--- src/rtl/dp_pkg.sv ---
package dp_pkg;
  localparam int CW_W      = 17;
  localparam int REG_AW    = 3;
  localparam int NUM_REGS  = 1 << REG_AW;
  localparam int FS_W      = 5;

  typedef struct packed {
    logic [REG_AW-1:0] dst;
    logic [REG_AW-1:0] src_a;
    logic [REG_AW-1:0] src_b;
    logic              b_is_const;
    logic [FS_W-1:0]   func;
    logic              wb_is_ext;
    logic              wr_en;
  } ctrl_t;

  localparam logic [FS_W-1:0] FN_PASS_A  = 5'd0;
  localparam logic [FS_W-1:0] FN_INC     = 5'd1;
  localparam logic [FS_W-1:0] FN_ADD     = 5'd2;
  localparam logic [FS_W-1:0] FN_ADD_C   = 5'd3;
  localparam logic [FS_W-1:0] FN_ADD_NB  = 5'd4;
  localparam logic [FS_W-1:0] FN_SUB     = 5'd5;
  localparam logic [FS_W-1:0] FN_DEC     = 5'd6;
  localparam logic [FS_W-1:0] FN_AND     = 5'd8;
  localparam logic [FS_W-1:0] FN_OR      = 5'd9;
  localparam logic [FS_W-1:0] FN_XOR     = 5'd10;
  localparam logic [FS_W-1:0] FN_NOT_A   = 5'd11;
  localparam logic [FS_W-1:0] FN_PASS_B  = 5'd12;
  localparam logic [FS_W-1:0] FN_SHR_B   = 5'd13;
  localparam logic [FS_W-1:0] FN_SHL_B   = 5'd14;
endpackage

--- src/rtl/dp_rst_sync.sv ---
module dp_rst_sync (
  input  logic clk,
  input  logic rst_n,
  output logic rst_sync_n
);
  logic [1:0] stage_q;

  always_ff @(posedge clk or negedge rst_n) begin
    if (!rst_n) stage_q <= 2'b00;
    else        stage_q <= {stage_q[0], 1'b1};
  end

  assign rst_sync_n = stage_q[1];
endmodule

--- src/rtl/dp_regfile.sv ---
module dp_regfile #(
  parameter int W  = 8,
  parameter int AW = 3,
  localparam int N = 1 << AW
) (
  input  logic          clk,
  input  logic          rst_n,
  input  logic          we,
  input  logic [AW-1:0] wa,
  input  logic [W-1:0]  wd,
  input  logic [AW-1:0] ra,
  input  logic [AW-1:0] rb,
  output logic [W-1:0]  rd_a,
  output logic [W-1:0]  rd_b,
  output logic [N*W-1:0] regs_flat
);
  logic [W-1:0] q [N];
  logic [W-1:0] d [N];
  logic [N-1:0] en;

  for (genvar k = 0; k < N; k++) begin : g_reg
    always_comb begin
      en[k] = we && (wa == AW'(k));
      d[k]  = en[k] ? wd : q[k];
    end

    always_ff @(posedge clk or negedge rst_n) begin
      if (!rst_n)     q[k] <= '0;
      else if (en[k]) q[k] <= d[k];
    end

    assign regs_flat[k*W +: W] = q[k];
  end

  assign rd_a = q[ra];
  assign rd_b = q[rb];
endmodule

--- src/rtl/dp_func_unit.sv ---
module dp_func_unit
  import dp_pkg::*;
#(
  parameter int W = 8
) (
  input  logic [W-1:0]    a,
  input  logic [W-1:0]    b,
  input  logic [FS_W-1:0] fs,
  output logic [W-1:0]    result,
  output logic            v,
  output logic            c,
  output logic            n,
  output logic            z
);
  logic [W-1:0] y;
  logic         cin;
  logic         use_add;
  logic [W:0]   sum_full;
  logic [W-1:0] logic_res;

  always_comb begin
    y       = '0;
    cin     = 1'b0;
    use_add = 1'b1;
    unique case (fs)
      FN_INC:    begin y = '0;  cin = 1'b1; end
      FN_ADD:    begin y = b;   cin = 1'b0; end
      FN_ADD_C:  begin y = b;   cin = 1'b1; end
      FN_ADD_NB: begin y = ~b;  cin = 1'b0; end
      FN_SUB:    begin y = ~b;  cin = 1'b1; end
      FN_DEC:    begin y = '1;  cin = 1'b0; end
      default:   use_add = 1'b0;
    endcase
  end

  assign sum_full = {1'b0, a} + {1'b0, y} + {{W{1'b0}}, cin};

  always_comb begin
    unique case (fs)
      FN_AND:    logic_res = a & b;
      FN_OR:     logic_res = a | b;
      FN_XOR:    logic_res = a ^ b;
      FN_NOT_A:  logic_res = ~a;
      FN_PASS_B: logic_res = b;
      FN_SHR_B:  logic_res = {1'b0, b[W-1:1]};
      FN_SHL_B:  logic_res = {b[W-2:0], 1'b0};
      default:   logic_res = a;
    endcase
  end

  assign result = use_add ? sum_full[W-1:0] : logic_res;
  assign c      = use_add & sum_full[W];
  assign v      = use_add & (a[W-1] == y[W-1]) & (sum_full[W-1] != a[W-1]);
  assign n      = result[W-1];
  assign z      = (result == '0);
endmodule

--- src/rtl/ctrl_word_datapath.sv ---
module ctrl_word_datapath
  import dp_pkg::*;
#(
  parameter int W = 8
) (
  input  logic            clk,
  input  logic            rst_n,
  input  logic [CW_W-1:0] ctrl_word,
  input  logic [W-1:0]    const_in,
  input  logic [W-1:0]    data_in,
  output logic [W-1:0]    addr_out,
  output logic [W-1:0]    data_out,
  output logic            flag_v,
  output logic            flag_c,
  output logic            flag_n,
  output logic            flag_z
);
  ctrl_t                 cw;
  logic                  rst_sync_n;
  logic [W-1:0]          port_a;
  logic [W-1:0]          port_b;
  logic [W-1:0]          opnd_b;
  logic [W-1:0]          fu_result;
  logic [W-1:0]          wb_data;
  logic [NUM_REGS*W-1:0] regs_flat;

  assign cw = ctrl_t'(ctrl_word);

  dp_rst_sync u_rst_sync (
    .clk        (clk),
    .rst_n      (rst_n),
    .rst_sync_n (rst_sync_n)
  );

  dp_regfile #(.W(W), .AW(REG_AW)) u_regfile (
    .clk       (clk),
    .rst_n     (rst_sync_n),
    .we        (cw.wr_en),
    .wa        (cw.dst),
    .wd        (wb_data),
    .ra        (cw.src_a),
    .rb        (cw.src_b),
    .rd_a      (port_a),
    .rd_b      (port_b),
    .regs_flat (regs_flat)
  );

  assign opnd_b = cw.b_is_const ? const_in : port_b;

  dp_func_unit #(.W(W)) u_fu (
    .a      (port_a),
    .b      (opnd_b),
    .fs     (cw.func),
    .result (fu_result),
    .v      (flag_v),
    .c      (flag_c),
    .n      (flag_n),
    .z      (flag_z)
  );

  assign wb_data  = cw.wb_is_ext ? data_in : fu_result;
  assign addr_out = port_a;
  assign data_out = opnd_b;
endmodule

--- config.mk ---
export PLATFORM = sky130hd
export DESIGN_NAME = ctrl_word_datapath
export DESIGN_NICKNAME = d
export VERILOG_FILES = /design/src/rtl/dp_pkg.sv /design/src/rtl/dp_rst_sync.sv /design/src/rtl/dp_regfile.sv /design/src/rtl/dp_func_unit.sv /design/src/rtl/ctrl_word_datapath.sv
export SDC_FILE = /design/constraint.sdc
export NUM_CORES = 1
export LEC_CHECK = 0
export ABC_AREA = 1
export BUFFER_PORTS_ARGS = -buffer_cell sky130_fd_sc_hd__buf_2
export CORE_ASPECT_RATIO = 2
export CORE_UTILIZATION = 45
export DETAILED_ROUTE_END_ITERATION = 7
export PLACE_DENSITY = 0.7
export REMOVE_ABC_BUFFERS = 1
export SETUP_SLACK_MARGIN = 0.05
export SYNTH_ARGS = -nofsm -noshare
export SYNTH_HDL_FRONTEND = slang
export SYNTH_SLANG_ARGS = --single-unit
--- constraint.sdc ---
create_clock -name clk -period 8.6 [get_ports clk]
set_input_delay 1.72 -clock clk [delete_from_list [all_inputs] [get_ports clk]]
set_output_delay 1.72 -clock clk [all_outputs]
set_load 0.02 [all_outputs]
==> impl_metrics.yaml <==
clocking:
  clock-sinks: 66
  insertion_delay_ps: 340
  htreeDepth: 3
  clk_path_buf_depth: 2
  cts_tree: "done"
  clk_pin_slew_ps: 50
  cts_resized: 0
  postCtsHoldBufs: 0
  cts_buffers: 9
  cts_setup_buffers: 0
  cts_root_buffer: "clkbuf_16"
logic_synthesis:
  synth_area_leader_cell: "dfrtp_1"
  synth_top_cell_area_share_pct: 29.3
  async_reset_ff_share_pct: 100
  yosysUniqueCellTypes: 32
  syn_inst: 902
  yosysWarnings: 0
  synth_ff_type: "dfrtp_1"
  synth-edff-count: 0
  yosysSeqAreaShare_pct: 29.3
  ys_ff_latch: 66
  synth.avg_cell_area_um2: 6.25
  synthTopCellsByArea: "dfrtp_1 (29%), nand2_1 (21%), nand3_1 (15%)"
  synth_area_mm2: 0.00564
grt:
  grt_pass1_vias: 6142
  grtUsageTotal_pct: 33.7
  use_met2_pct: 53.2
  gr-total-overflow: 0
  grtUsageMet3_pct: 8.30
  grt_start_max_net_pins: 65
  grt_util_met1_pct: 34.9
  busiest_layer: "met2"
  antenna_found_initial: 0
  grt_pass1_wl_mm: 32.2
final_layout:
  diodes: 0
  fin_nets: 1000
  n_fill_cell: 1325
  layout_common_cells: "nand2_1 (312), nand3_1 (166), inv_1 (107)"
  final_common_cell: "nand2_1"
  area_delta_synth_final_pct: 11.4
  drive_gt1_share_pct: 14.6
hold_path:
  holdCritPathClass: "flip-flop to flip-flop"
setup_path:
  crit_arrival_ps: 5030
  cp-end-kind: "primary output"
  criticalPathCategory: "input pin to primary output"
  required_ps: 6880
  start_kind: "input pin"
  cp_max_fo: 18
power_and_ir_drop:
  leakage_nw: 3.38
  finalPower_mw: 1.23
  powerDensity_mw_per_mm2: 196
  irDropWorstVdd_mv: 0.141
sta:
  layout_min_cycle_time_ps: 6750
  slew_headroom_pct: 38.1
  hold_viol_final: 0
  fin_crit_sh_pct: 78.5
  tns_ps: 0
  finalWorstSetupSlack_ps: 1850
  worstMarginPinSlew_ps: 922
  skew_ps: 6.15
  fmax_mhz: 148
  whs_ps: 349
  slew_violations: 0
  finalSetupViolations: 0
  rsz0062_at_grt: "false"
floorplan:
  row_count: 57
  dieArea_mm2: 0.0130
  ioPinCount: 55
  die_w_um: 81.2
  die_height_um: 160
  core-area_mm2: 0.0122
  start_util_pct: 46.2
job:
  drv_cap: 0
route:
  firstDrtPassIters: 8
  drt_iter0_markers: 565
  viasPerCell: 5.72
  vias: 6244
  drtAntennaViolNets: 0
  drcViolationCount: 0
  wire_per_inst_um: 18.8
  wl_mm: 20.5
outcome:
  outcome: "completed"
place:
  place_ws_ps: 1910
  globalplace.congestion: 0.939
  dp_hpwl_mm: 14.8
  io_buffers: 54
==> metrics by stage <==
step                utilization (%)  area, um2  std cells
floorplan                         -       5430        864
global placement               48.9       5960       1076
detailed placement             48.9       5960       1076
CTS                            51.5       6280       1092
global route                   51.5       6280       1092
finish                         51.5       6280       1092
==> layer usage <==
metal  part of all wire, %  wire length (um)
met1                    35              7190
met2                    47              9680
met3                   7.3              1500
met4                    10              2140
met5                     0                 0
==> final cells by class <==
| cell class | count | area (um2) | area share, % |
|---|---|---|---|
| clock buffer | 9 | 225 | 3.58 |
| sequential | 66 | 1650 | 26.3 |
| multi-input combinational | 677 | 3320 | 52.8 |
| clock inverter | 7 | 93.8 | 1.49 |
| timing repair buffer | 65 | 353 | 5.62 |
| tap | 147 | 184 | 2.93 |
| inverter | 121 | 454 | 7.23 |
==> Yosys cell counts, types with 11 or more instances <==
cell type / instances
o21ai_0: 24
nand3_1: 166
nor2_1: 37
inv_1: 107
buf_1: 13
ha_1: 23
dfrtp_1: 66
a21oi_1: 26
inv_2: 12
o21ai_1: 25
or2_2: 11
nand2_1: 312
==> sequential cells by signal, indices dropped and copies added, names as in the netlist <==
| signal | flops |
|---|---|
| u_rst_sync.stage_q | 2 |
| u_regfile.regs_flat | 64 |
==> logic make-up after synthesis <==
logic type / count (synthesis) / share of synthesized area, %
flops: 66 / 29.3
compound gates: 94 / 9.59
other cells: 1 / 0.0665
simple gates: 555 / 43.1
buf+inv: 159 / 11.8
xor+xnor: 2 / 0.311
fa+ha+maj: 25 / 5.81
==> worst max-delay path: stages <==
cell and delay [ps]:
buf_2 330, inv_2 260, nor2_1 150, nand2_1 50, nand3_1 60, nand3_1 110, nand2_2 150, a21oi_1 80
o21ai_0 120, fa_1 240, inv_1 70, fa_1 410, nor2_1 140, o21ai_0 90, nand2_1 80, nand2_1 70
a21oi_1 180, o21ai_0 140, nand3_1 130, nand2_1 70, nor2_1 90, nand2_1 50, nor2_1 70, buf_2 170
==> where the power goes <==
group | total, mW | switching, mW | internal, mW
Clock | 0.399 | 0.146 | 0.253
Combinational | 0.417 | 0.290 | 0.127
Sequential | 0.414 | 0.0357 | 0.378
==> path summary, 6_finish.rpt <==
check	startpoint	slack (ps)	endpoint	depth (start not counted)
worst max-delay path	ctrl_word[9]	1850	flag_z	24
worst min-delay path	u_rst_sync.stage_q[0]	350	u_rst_sync.stage_q[1]	0
worst max register to register	u_regfile.regs_flat[8]	5220	u_regfile.regs_flat[46]	20
worst min register to register	u_rst_sync.stage_q[0]	350	u_rst_sync.stage_q[1]	0
max in group asynchronous	rst_n	7340	u_rst_sync.stage_q[1]	1
min in group asynchronous	u_rst_sync.stage_q[1]	450	u_regfile.regs_flat[31]	1
(Power assumes the default switching activity.)
